--- src/rtl/bbs_pkg.sv ---
package bbs_pkg;

    typedef enum logic [1:0] {
        ST_IDLE = 2'd0,
        ST_ADDR = 2'd1,
        ST_DATA = 2'd2,
        ST_OFF  = 2'd3
    } bseq_state_e;

    typedef struct packed {
        bseq_state_e st;
        logic        wr;
        logic        code;
        logic        lock;
        logic        cach;
        logic        pair;
        logic        second;
        logic        ken_prev;
        logic        beat_v;
        logic        done;
        logic        done_line;
    } bseq_ctl_t;

endpackage

--- src/rtl/bbs_beat_ctr.sv ---
module bbs_beat_ctr #(
    parameter int W    = 2,
    parameter int MAXV = 3
) (
    input  logic         clk,
    input  logic         rst_n,
    input  logic         clr,
    input  logic         inc,
    output logic [W-1:0] cnt,
    output logic         at_max
);

    logic [W-1:0] cnt_d, cnt_q;

    always_comb begin
        cnt_d = cnt_q;
        if (clr) begin
            cnt_d = '0;
        end else if (inc) begin
            cnt_d = cnt_q + W'(1);
        end
    end

    always_ff @(posedge clk or negedge rst_n) begin
        if (!rst_n) begin
            cnt_q <= '0;
        end else begin
            cnt_q <= cnt_d;
        end
    end

    assign cnt    = cnt_q;
    assign at_max = (cnt_q == W'(MAXV));

endmodule

--- src/rtl/bbs_cycdef.sv ---
module bbs_cycdef (
    input  logic active,
    input  logic wr,
    input  logic code,
    input  logic lock,
    input  logic cach,
    input  logic pair,
    output logic mem_o,
    output logic data_o,
    output logic wr_o,
    output logic fill_ok
);

    always_comb begin
        mem_o   = active;
        data_o  = active & (wr | ~code);
        wr_o    = active & wr;
        fill_ok = ~wr & ~lock & cach & ~pair;
    end

endmodule

--- src/rtl/burst_bus_seq.sv ---
module burst_bus_seq
    import bbs_pkg::*;
#(
    parameter int ADDR_W     = 30,
    parameter int LINE_BEATS = 4,
    parameter int CNT_W      = $clog2(LINE_BEATS)
) (
    input  logic              clk,
    input  logic              rst_n,
    input  logic              req_valid,
    input  logic              req_write,
    input  logic              req_code,
    input  logic              req_lock,
    input  logic              req_cacheable,
    input  logic              req_pair,
    input  logic [ADDR_W-1:0] req_addr,
    input  logic              xfer_rdy,
    input  logic              burst_rdy,
    input  logic              cache_ok,
    input  logic              backoff,
    output logic              addr_strobe,
    output logic              cyc_mem,
    output logic              cyc_data,
    output logic              cyc_wr,
    output logic [ADDR_W-1:0] bus_addr,
    output logic              bus_lock,
    output logic              last_xfer,
    output logic              multi_hold,
    output logic              bus_drive,
    output logic              beat_valid,
    output logic [CNT_W-1:0]  beat_idx,
    output logic              done,
    output logic              done_line
);

    localparam int LAST_BEAT = LINE_BEATS - 1;

    bseq_ctl_t         ctl_d, ctl_q;
    logic [ADDR_W-1:0] addr_d, addr_q;
    logic [CNT_W-1:0]  idx_d, idx_q;
    logic              cnt_clr, cnt_inc, keep_on;
    logic [CNT_W-1:0]  cnt;
    logic              cnt_max;
    logic              active;
    logic              fill_ok;

    assign active = (ctl_q.st == ST_ADDR) || (ctl_q.st == ST_DATA);

    bbs_beat_ctr #(
        .W    (CNT_W),
        .MAXV (LAST_BEAT)
    ) i_beat_ctr (
        .clk    (clk),
        .rst_n  (rst_n),
        .clr    (cnt_clr),
        .inc    (cnt_inc),
        .cnt    (cnt),
        .at_max (cnt_max)
    );

    bbs_cycdef i_cycdef (
        .active  (active),
        .wr      (ctl_q.wr),
        .code    (ctl_q.code),
        .lock    (ctl_q.lock),
        .cach    (ctl_q.cach),
        .pair    (ctl_q.pair),
        .mem_o   (cyc_mem),
        .data_o  (cyc_data),
        .wr_o    (cyc_wr),
        .fill_ok (fill_ok)
    );

    always_comb begin
        ctl_d           = ctl_q;
        addr_d          = addr_q;
        idx_d           = '0;
        ctl_d.beat_v    = 1'b0;
        ctl_d.done      = 1'b0;
        ctl_d.done_line = 1'b0;
        cnt_clr         = 1'b0;
        cnt_inc         = 1'b0;
        keep_on         = 1'b0;
        case (ctl_q.st)
            ST_IDLE: begin
                // one clock of rest after completion; never start under backoff
                if (req_valid && !ctl_q.done && !backoff) begin
                    ctl_d.st     = ST_ADDR;
                    ctl_d.wr     = req_write;
                    ctl_d.code   = req_code;
                    ctl_d.lock   = req_lock;
                    ctl_d.cach   = req_cacheable;
                    ctl_d.pair   = req_pair;
                    ctl_d.second = 1'b0;
                    addr_d       = req_addr;
                    cnt_clr      = 1'b1;
                end
            end
            ST_ADDR: begin
                // readies are not looked at in the strobe clock
                ctl_d.ken_prev = cache_ok;
                if (backoff) begin
                    ctl_d.st = ST_OFF;
                    cnt_clr  = 1'b1;
                end else begin
                    ctl_d.st = ST_DATA;
                end
            end
            ST_DATA: begin
                ctl_d.ken_prev = cache_ok;
                if (backoff) begin
                    ctl_d.st = ST_OFF;
                    cnt_clr  = 1'b1;
                end else if (xfer_rdy || burst_rdy) begin
                    ctl_d.beat_v = 1'b1;
                    idx_d        = cnt;
                    keep_on      = !xfer_rdy && !cnt_max &&
                                   ((cnt != '0) || (fill_ok && ctl_q.ken_prev));
                    if (keep_on) begin
                        cnt_inc = 1'b1;
                    end else begin
                        cnt_clr = 1'b1;
                        if (ctl_q.pair && !ctl_q.second) begin
                            ctl_d.second = 1'b1;
                            addr_d       = addr_q + ADDR_W'(1);
                            ctl_d.st     = ST_ADDR;
                        end else begin
                            ctl_d.st        = ST_IDLE;
                            ctl_d.done      = 1'b1;
                            ctl_d.done_line = cnt_max;
                        end
                    end
                end
            end
            default: begin
                if (!backoff) begin
                    ctl_d.st = ST_ADDR;
                end
            end
        endcase
    end

    always_ff @(posedge clk or negedge rst_n) begin
        if (!rst_n) begin
            ctl_q  <= '0;
            addr_q <= '0;
            idx_q  <= '0;
        end else begin
            ctl_q  <= ctl_d;
            addr_q <= addr_d;
            idx_q  <= idx_d;
        end
    end

    assign addr_strobe = (ctl_q.st == ST_ADDR);
    assign bus_addr    = active ? addr_q : '0;
    assign bus_lock    = active & ctl_q.lock;
    assign last_xfer   = active & (!fill_ok || cnt_max);
    assign multi_hold  = (ctl_q.st != ST_IDLE) & ctl_q.pair & ~ctl_q.second;
    assign bus_drive   = (ctl_q.st != ST_OFF);
    assign beat_valid  = ctl_q.beat_v;
    assign beat_idx    = idx_q;
    assign done        = ctl_q.done;
    assign done_line   = ctl_q.done_line;

endmodule

--- config.mk ---
export PLATFORM = sky130hd
export DESIGN_NAME = burst_bus_seq
export DESIGN_NICKNAME = d
export VERILOG_FILES = /design/src/rtl/bbs_pkg.sv /design/src/rtl/bbs_beat_ctr.sv /design/src/rtl/bbs_cycdef.sv /design/src/rtl/burst_bus_seq.sv
export SDC_FILE = /design/constraint.sdc
export NUM_CORES = 1
export LEC_CHECK = 0
export ABC_CLOCK_PERIOD_IN_PS = 2300
export BUFFER_PORTS_ARGS = -buffer_cell sky130_fd_sc_hd__buf_2
export CAP_MARGIN = 0
export CORE_MARGIN = 5
export CORE_UTILIZATION = 47
export DETAILED_ROUTE_END_ITERATION = 8
export GPL_TIMING_DRIVEN = 0
export MAX_ROUTING_LAYER = met4
export PLACE_DENSITY = 0.72
export SLEW_MARGIN = 20
export SYNTH_ARGS = -nofsm -noshare
export SYNTH_HDL_FRONTEND = slang
export SYNTH_HIERARCHICAL = 1
export SYNTH_SLANG_ARGS = --single-unit
--- constraint.sdc ---
create_clock -name clk -period 2.3 [get_ports clk]
set_input_delay 0.46 -clock clk [delete_from_list [all_inputs] [get_ports clk]]
set_output_delay 0.46 -clock clk [all_outputs]
set_load 0.005 [all_outputs]
Word level (Yosys, flattened, before mapping):

Index checks and enable logic that the tools add are counted.

* flip-flop bits (word level): 46
* bits of input ports: 42

* $add $sub $neg: 2
* eq/ne operators: 12
* mux-type cells: 40
* bitwise gates (word level): 15
* reduce and logical (&&, ||, !) cells: 25

Operator list (number)
* $mux W30: 6
* $pmux W30 S2: 1
* $add A30 B1 Y30 const B: 1
* $mux W2: 11
* $mux W1: 15
* $and A1 B1 Y1: 9
* $mux W3: 3
* $mux W8: 1
* $ne A2 B2 Y1 const B: 4
* $reduce_bool A2 Y1: 4
* $logic_and A1 B1 Y1: 6
* $logic_not A1 Y1: 6
* $pmux W2 S3: 1
* $reduce_and A6 Y1: 1
* $not A1 Y1: 5
* $eq A2 B2 Y1 const B: 2
* $logic_or A1 B1 Y1: 4
* $ne A2 B1 Y1 const B: 2
* $ne A4 B1 Y1 const B: 1
* $reduce_and A4 Y1: 1
* $ne A3 B2 Y1 const B: 1
* $ne A3 B3 Y1 const B: 1
* $pmux W1 S3: 1
* $add A2 B1 Y2 const B: 1
* 6 further kinds: 6

Longest topological paths before layout:

Gate-level depths: netlist of the first run.

* depth after elaboration: 13
* depth in mapped cells: 10
* gate-level depth less buffers: 7

Cells and area by module:

Netlist of the first run, hierarchy kept.

Modules (own cells, without submodules)
* burst_bus_seq: instances 1, cells each 330, area an instance 2842.7 µm², sequential area each 1101.1 µm²
* bbs_beat_ctr: instances 1, cells each 7, area an instance 88.8 µm², sequential area each 50.0 µm²
* bbs_cycdef: instances 1, cells each 5, area an instance 41.3 µm², sequential area each 0.0 µm²

Least setup slack after synthesis of the first run:

Ideal clock, no wire load.

* path kind: flip-flop to flip-flop
* start: register ctl_q[10] in the netlist's numbering
* end: register addr_q[3]
* data arrival time: 2158 ps
* setup slack: 75 ps
* stages on the path, launching flop included: 9
* cells stage by stage: dfrtp_1 > inv_1 > ha_1 > buf_2 > nand2b_1 > a2111o_1 > or4_1 > a21oi_1 > a221o_1

* word-level cells in the longest chain between the ends: 3
* elaborated cells between the ends (all ways): 10

Ends and longest elaborated chain
* start, declared: RTL line burst_bus_seq.sv:38 `bseq_ctl_t ctl_d, ctl_q;`
* start signal, assigned: RTL line burst_bus_seq.sv:149 `ctl_q <= ctl_d;`
* $eq A2 B2 Y1 / $logic_not A2 Y1 (equally long branches): RTL line burst_bus_seq.sv:84 `case (ctl_q.st)`
* $ne A2 B1 Y1 (no line) (tied with other cells)
* $reduce_and A6 Y1 (no line)
* end signal, assigned: RTL line burst_bus_seq.sv:150 `addr_q <= addr_d;`
* end, declared: RTL line burst_bus_seq.sv:39 `logic [ADDR_W-1:0] addr_d, addr_q;`

Parallel ways exist; a longest one is shown, timed or not.
A chain may end at the register's enable or synchronous reset.

Worst setup path in the final report of the first run:

* start: register ctl_q[6] in the netlist's numbering
* end: register addr_q[6]

* word-level cells in the longest chain between the ends: 7

Ends and longest elaborated chain
* $and A1 B1 Y1 (2 in a row): RTL line bbs_cycdef.sv:18 `fill_ok = ~wr & ~lock & cach & ~pair;`
* named net fill_ok: RTL line burst_bus_seq.sv:45 `logic fill_ok;`
* $logic_and A1 B1 Y1: RTL line burst_bus_seq.sv:118 `((cnt != '0) || (fill_ok && ctl_q.ken_prev));`
* $logic_or A1 B1 Y1: RTL line burst_bus_seq.sv:118
* $logic_and A1 B1 Y1: RTL line burst_bus_seq.sv:117 `keep_on = !xfer_rdy && !cnt_max &&`
* $ne A2 B2 Y1 (no line)
* $reduce_and A6 Y1 (no line)

The timed path passes the listed nets, and every way through them passes these cells.

==> results.py, run 1 <==
metrics = {
    "synth": {
        "synth_compound_area_share_pct": 21.8,
        "synth_top_area_cell": "dfrtp_1",
        "ys_seq_elements": 46,
        "synth_cells": 342,
        "synth-edff-count": 0,
        "yosys.area.top_type_share_pct": 38.7,
        "synth_common_cells": "46 x dfrtp_1, 38 x and2_1, 32 x nor2_1",
        "synth_seq_area_share_pct": 38.7,
        "muxShareOfSynthArea_pct": 4.29,
        "synth_top_family_by_area": "simple AND/OR/NAND/NOR gates",
        "synthAdderAreaFrac_pct": 2.95,
        "synth-xor-area-share_pct": 0.295,
        "synthesis.nets": 391,
        "netlist_area_um2": 2970,
        "avgSynthCellArea_um2": 8.69,
        "synthArstFlopShare_pct": 100,
        "ys_types": 58,
        "synth_area_leaders": "dfrtp_1 39%, and2_1 8.0%, a21oi_1 4.5%, nor2_1 4.0%, ha_1 2.9%",
        "synth-simple-area-share_pct": 27.4,
        "ys.flop_type": "dfrtp_1",
        "ys_warn_count": 6,
        "synth.most_common_cell": "dfrtp_1",
    },
    "timing": {
        "worst_slack_ns": 0.0701,
        "finalMaxSlewViolations": 0,
        "fin_crit_ns": 2.23,
        "rsz0062_at_grt": "yes",
        "max_freq_mhz": 448,
        "finalSetupViolCount": 0,
        "finalHoldViolations": 0,
        "min_period_over_period_pct": 97.0,
        "tns_ns": 0,
        "finClkSkew_ns": 0.00961,
        "max_slew_margin_pct": 56.9,
        "worst_slew_pin_slew_ns": 0.646,
    },
    "critical_path": {
        "regToRegEndpoint": "addr_q[6]",
        "endpoint_kind": "flop",
        "start_kind": "flop",
        "crit_fanout": 4,
        "cp.required_ns": 2.50,
        "r2r_cells": 6,
        "ff2ff_setup_slack_ns": 0.07,
        "arrival_ns": 2.43,
        "critPathKind": "flop to flop",
        "r2r_start": "ctl_q[6]",
    },
    "global_route": {
        "grt_pass1_vias": 2931,
        "grt_usage_pct": 23.7,
        "grt.overflow.total": 0,
        "grt_start_max_net_pins": 47,
        "grt_pass1_wl_mm": 14.3,
        "antenna_found_initial": 0,
    },
    "power_and_ir_drop": {
        "p_per_area_nw_per_um2": 1270,
        "p_leak_uw": 0.00174,
        "ir_worst_vdd_uv": 607,
    },
    "run": {
        "cap_violations": 0,
    },
    "run_status": {
        "status": "finished, final reports clean",
    },
    "finish": {
        "areaGrowthSynthToFinish_pct": 28.9,
        "drive_above_1_share_pct": 34.5,
        "diodes": 0,
        "final_net_count": 492,
    },
    "floorplanning": {
        "fp.dieW_um": 89.5,
        "die_h_um": 89.5,
        "initial_core_util_pct": 47.6,
        "rows": 29,
        "core_area_um2": 6240,
        "pin_count": 85,
        "fp.dieArea_um2": 8020,
    },
    "detailed_routing": {
        "drt-pass1-iter-count": 6,
        "drtIter0Drc": 272,
        "finalWirelength_mm": 9.06,
        "routed_via_density": 6.03,
        "ant_nets": 0,
        "drc": 0,
        "vias": 3134,
        "wl_per_cell_um": 17.4,
    },
    "clock_tree": {
        "insertion_delay_ns": 0.30,
        "postCtsHoldBufs": 0,
        "cts.path.max_buffers": 2,
        "cts_tree": "yes",
        "numCtsBuffers": 5,
        "cts.sinks": 46,
        "cts_max_level": 2,
        "clock-root-buffer": "clkbuf_8",
        "clk_pin_slew_ns": 0.08,
    },
    "place": {
        "place_congestion": 0.911,
        "dpl_worst_slack_ns": -0.398,
        "hpwl_mm": 6.45,
        "numPortBuffers": 84,
    },
    "min_path": {
        "hold_path_class": "primary input to asynchronous set/reset pin",
    },
}
-- layout make-up --
| type | count | area [um^2] |
|---|---|---|
| timing repair buffer | 95 | 518 |
| fill | 564 | 2410 |
| tap | 77 | 96.3 |
| multi-input combinational | 264 | 1830 |
| clock buffer | 7 | 76.3 |
| buffer | 20 | 113 |
| inverter | 11 | 41.3 |
| sequential | 46 | 1150 |
-- worst max-delay path by stage --
stage / cells past startpoint / slack [ns] / end / from
2_1_floorplan: 8 / 0.08 / addr_q[3] / ctl_q[10]
3_3_place_gp: 10 / -0.37 / addr_q[21] / ctl_q[10]
3_5_place_dp: 10 / -0.40 / addr_q[6] / ctl_q[10]
4_1_cts: 8 / 0.01 / addr_q[13] / ctl_q[6]
5_1_grt: 8 / -0.04 / addr_q[21] / ctl_q[6]
6_report: 6 / 0.07 / addr_q[6] / ctl_q[6]
-- worst max-delay path, stage by stage, from the launching register on --
cell,delay (ns)
dfrtp_1,0.38
nor4b_4,0.13
a211o_1,0.33
a2111o_1,0.45
buf_4,0.17
or3_1,0.43
o311ai_2,0.24
-- power by group --
group          internal (uW)  switching (uW)
logic                   1360            1460
clock network            210             266
registers               1150             407
-- state kept, by name (all words and copies together), names as in the netlist --
register and flops:
done_line 1, beat_idx 2, beat_valid 1, i_beat_ctr/cnt 2, done 1, ctl_q 9
addr_q 30
-- cell families after synthesis --
family | Yosys count
xor+xnor | 1
mux | 12
buf+inv | 32
simple gates | 149
compound gates | 95
fa+ha+maj | 7
flops | 46
-- repair_timing --
action                                  CTS  global route
hold endpoints to repair                  0             0
pin swaps                                 4             7
cloned                                    0             1
endpoints found under the setup margin   61            55
gates resized for setup                  18            35
buffers inserted                          8             2
-- per-stage QoR --
stage | util (%) | power (uW) | hold WS (ns) | cell area [um^2] | cells
floorplan | - | 3060 | 0.164 | 2970 | 342
global placement | 55.9 | 3980 | 0.485 | 3490 | 503
detailed placement | 55.9 | 4070 | 0.491 | 3490 | 503
CTS | 59.0 | 4660 | 0.381 | 3680 | 517
global route | 61.4 | 5270 | 0.221 | 3830 | 520
finish | 61.4 | 4860 | 0.176 | 3830 | 520
-- metal layers --
metal | track usage (%) | wire length [um] | vias up
met3 | 3.50 | 681 | 14
met4 | 6.22 | 133 | 0
li1 | - | - | 1457
met2 | 37.5 | 4370 | 153
met1 | 31.9 | 3870 | 1510
met5 | - | 0 | -
-- cell usage in the layout, fill, tap and decap left out, types with 3 or more instances in the layout --
master,synthesis,layout
a21oi_1,27,24
nand3_1,13,13
a211oi_1,7,4
buf_6,0,6
nor3_1,9,7
nand4_1,10,10
nor2_1,32,30
nand2_1,19,18
or3_1,4,4
a21oi_2,0,3
buf_4,2,9
a211oi_2,0,3
dfrtp_1,46,45
clkbuf_2,0,6
ha_1,7,6
mux2i_1,6,6
and4_1,3,3
clkbuf_1,13,7
mux2_2,6,6
o22ai_1,7,6
buf_2,5,87
inv_1,11,10
and2_1,38,37
o21ai_0,16,14
clkbuf_8,0,5
a311oi_1,4,3
nor4_1,4,3
No activity file was read; power rests on OpenSTA's default activity.
==> run 2, diff against run 1 <==
--- a/config.mk
+++ b/config.mk
@@ -5,15 +5,15 @@
 export SDC_FILE = /design/constraint.sdc
 export NUM_CORES = 1
 export LEC_CHECK = 0
+export ABC_AREA = 1
 export ABC_CLOCK_PERIOD_IN_PS = 2300
 export BUFFER_PORTS_ARGS = -buffer_cell sky130_fd_sc_hd__buf_2
-export CAP_MARGIN = 0
 export CORE_MARGIN = 5
-export CORE_UTILIZATION = 47
+export CORE_UTILIZATION = 49
 export DETAILED_ROUTE_END_ITERATION = 8
 export GPL_TIMING_DRIVEN = 0
 export MAX_ROUTING_LAYER = met4
-export PLACE_DENSITY = 0.72
+export PLACE_DENSITY = 0.73
 export SLEW_MARGIN = 20
 export SYNTH_ARGS = -nofsm -noshare
 export SYNTH_HDL_FRONTEND = slang
==> run 2 against run 1 <==
  * Wire length increased by 7.1%
  * Non-clock buffer count decreased by 13
  * Cell area increased by 9.6%
  * Register-to-register slack improved by 0.20 ns
  * Global-route usage decreased by 0.20 points
  * Clock power increased by 15%
  * Worst hold slack got worse by 0.030 ns
  * Setup slack improved by 0.070 ns
  * Sequential share of layout area decreased by 2.6 points
==> results.py, run 2 <==
metrics = {
    "run_status": {
        "status": "finished, final reports clean",
    },
    "timing": {
        "holdWs_ns": 0.146,
        "finalHoldViolations": 0,
        "rsz0062_at_grt": "no",
        "max_slew_margin_pct": 59.8,
        "finClkSkew_ns": 0.0117,
        "fin_crit_ns": 2.16,
        "finalSetupViolCount": 0,
        "worst_slack_ns": 0.140,
        "finalMaxSlewViolations": 0,
        "max_freq_mhz": 463,
        "tns_ns": 0,
        "worst_slew_pin_slew_ns": 0.603,
        "min_period_over_period_pct": 93.9,
    },
    "floorplanning": {
        "core_area_um2": 7140,
        "pin_count": 85,
        "die_h_um": 95.0,
        "rows": 31,
        "initial_core_util_pct": 49.6,
        "fp.dieW_um": 95.0,
        "fp.dieArea_um2": 9020,
    },
    "power_and_ir_drop": {
        "p_leak_uw": 0.00244,
        "p_per_area_nw_per_um2": 1300,
        "ir_worst_vdd_uv": 891,
    },
    "detailed_routing": {
        "drtIter0Drc": 342,
        "vias": 3785,
        "ant_nets": 0,
        "routed_via_density": 4.91,
        "finalWirelength_mm": 9.70,
        "drc": 0,
        "wl_per_cell_um": 12.6,
        "drt-pass1-iter-count": 5,
    },
    "critical_path": {
        "cp.required_ns": 1.84,
        "r2r_cells": 8,
        "crit_path_start": "ctl_q[11]",
        "slowest_delay_ns": 0.42,
        "crit_chain": "inv_1 > ha_4 > buf_2 > nand2_1 > inv_1 > buf_2",
        "arrival_ns": 1.70,
        "endpoint_kind": "output port",
        "critPathKind": "flop to output port",
        "crit_fanout": 10,
        "r2r_start": "ctl_q[10]",
        "regToRegEndpoint": "addr_q[14]",
        "worstSetupEndpoint": "bus_addr[28]",
        "ff2ff_setup_slack_ns": 0.27,
        "slowest_stage": "dfrtp_1",
        "start_kind": "flop",
    },
    "synth": {
        "synth_area_leaders": "dfrtp_1 33%, nand2_1 25%, inv_1 9.2%, nand3_1 6.7%, nor2_1 5.9%",
        "synth_top_area_cell": "dfrtp_1",
        "avgSynthCellArea_um2": 6.09,
        "synthArstFlopShare_pct": 100,
        "synth.most_common_cell": "nand2_1",
        "yosys.area.top_type_share_pct": 32.5,
        "synthesis.nets": 630,
        "ys_warn_count": 6,
        "synth-edff-count": 0,
        "netlist_area_um2": 3540,
        "ys.flop_type": "dfrtp_1",
        "synth_common_cells": "236 x nand2_1, 87 x inv_1, 56 x nor2_1",
        "ys_types": 32,
        "ys_seq_elements": 46,
        "synth_seq_area_share_pct": 32.5,
        "synth_cells": 581,
    },
    "finish": {
        "drive_above_1_share_pct": 21.1,
        "largest_register": "addr_q",
        "reg_top3": "addr_q x30, ctl_q x9",
        "largest_reg_flops": 30,
        "mostFrequentLayoutCells": "236 x nand2_1, 90 x buf_2, 87 x inv_1",
        "areaGrowthSynthToFinish_pct": 18.7,
        "diodes": 0,
        "fin_cells": 771,
        "fin_area_um2": 4200,
        "final_common_cell": "nand2_1",
        "final_net_count": 720,
    },
    "run": {
        "cap_violations": 0,
    },
    "clock_tree": {
        "cts.path.max_buffers": 2,
        "cts.sinks": 46,
        "insertion_delay_ns": 0.31,
        "postCtsHoldBufs": 0,
        "numCtsBuffers": 5,
        "clock-root-buffer": "clkbuf_8",
        "clk_pin_slew_ns": 0.10,
        "cts_tree": "yes",
        "cts_max_level": 2,
    },
    "place": {
        "hpwl_mm": 7.39,
        "dp_cells": 764,
        "numPortBuffers": 84,
        "dpl_worst_slack_ns": -0.151,
        "place_congestion": 0.912,
        "placed_area_um2": 4080,
    },
    "global_route": {
        "grt_pass1_wl_mm": 16.4,
        "grt.overflow.total": 0,
        "grt_usage_pct": 23.5,
        "grt_pass1_vias": 3684,
        "grt_start_max_net_pins": 47,
        "antenna_found_initial": 0,
    },
    "min_path": {
        "hold_path_class": "primary input to asynchronous set/reset pin",
    },
}
[run 2: how the worst min path moves through the flow]
| stage | start | to | depth (start not counted) |
|---|---|---|---|
| after floorplan | rst_n | addr_q[0] | 0 |
| after global placement | i_beat_ctr/cnt[1] | i_beat_ctr/cnt[1] | 2 |
| after detailed placement | ctl_q[6] | ctl_q[6] | 1 |
| after CTS | rst_n | addr_q[7] | 1 |
| after global routing | rst_n | addr_q[6] | 1 |
| final | rst_n | addr_q[6] | 1 |
[run 2: layout make-up]
| class | instances | area (um^2) |
|---|---|---|
| Fill cell | 757 | 2940 |
| Clock buffer | 6 | 82.6 |
| Clock inverter | 2 | 12.5 |
| Tap cell | 99 | 124 |
| Sequential cell | 46 | 1150 |
| Multi-Input combinational cell | 427 | 1960 |
| Buffer | 18 | 108 |
| Inverter | 89 | 334 |
| Timing Repair Buffer | 84 | 423 |
[run 2: cell families after synthesis]
family                     Yosys count  synth area share [%]
AOI/OAI and AO/OA                   31                  4.85
adders and majority gates            7                  2.48
buffers and inverters              108                  12.3
DFF                                 46                  32.5
muxes                                5                  1.59
and+or+nand+nor                    384                  46.2
[run 2: layer usage]
metal | wire (um) | part of all wire (%) | GRT usage (%)
met5 | 0 | 0 | -
met4 | 155 | 1.6 | 7.81
met3 | 530 | 5.5 | 2.71
met2 | 4620 | 48 | 38.8
met1 | 4400 | 45 | 30.0
[run 2: what timing repair did]
item	4_1_cts	5_1_grt
endpoints found under the setup margin	32	14
setup buffers	0	0
gates resized for setup	6	6
[run 2: power by group]
group / leakage [uW] / switching, uW / internal, uW
logic: 0.00183 / 2010 / 1300
registers: 0.000570 / 438 / 1170
clock network: 0.0000472 / 307 / 242
total: 0.00244 / 2750 / 2710
[run 2: metrics by stage]
stage	util (%)	power, uW
2_1_floorplan	-	3740
3_3_place_gp	57.2	4750
3_5_place_dp	57.2	4850
4_1_cts	58.7	5460
5_1_grt	58.8	6040
6_report	58.8	5460
[run 2: worst max-delay path: cells and delay by family, from the launching register on]
kind,cells,cell delay [ns]
buffers and inverters,4,0.52
flip-flops,1,0.42
adder cells (fa/ha/maj),1,0.37
AND/OR/NAND/NOR,1,0.09
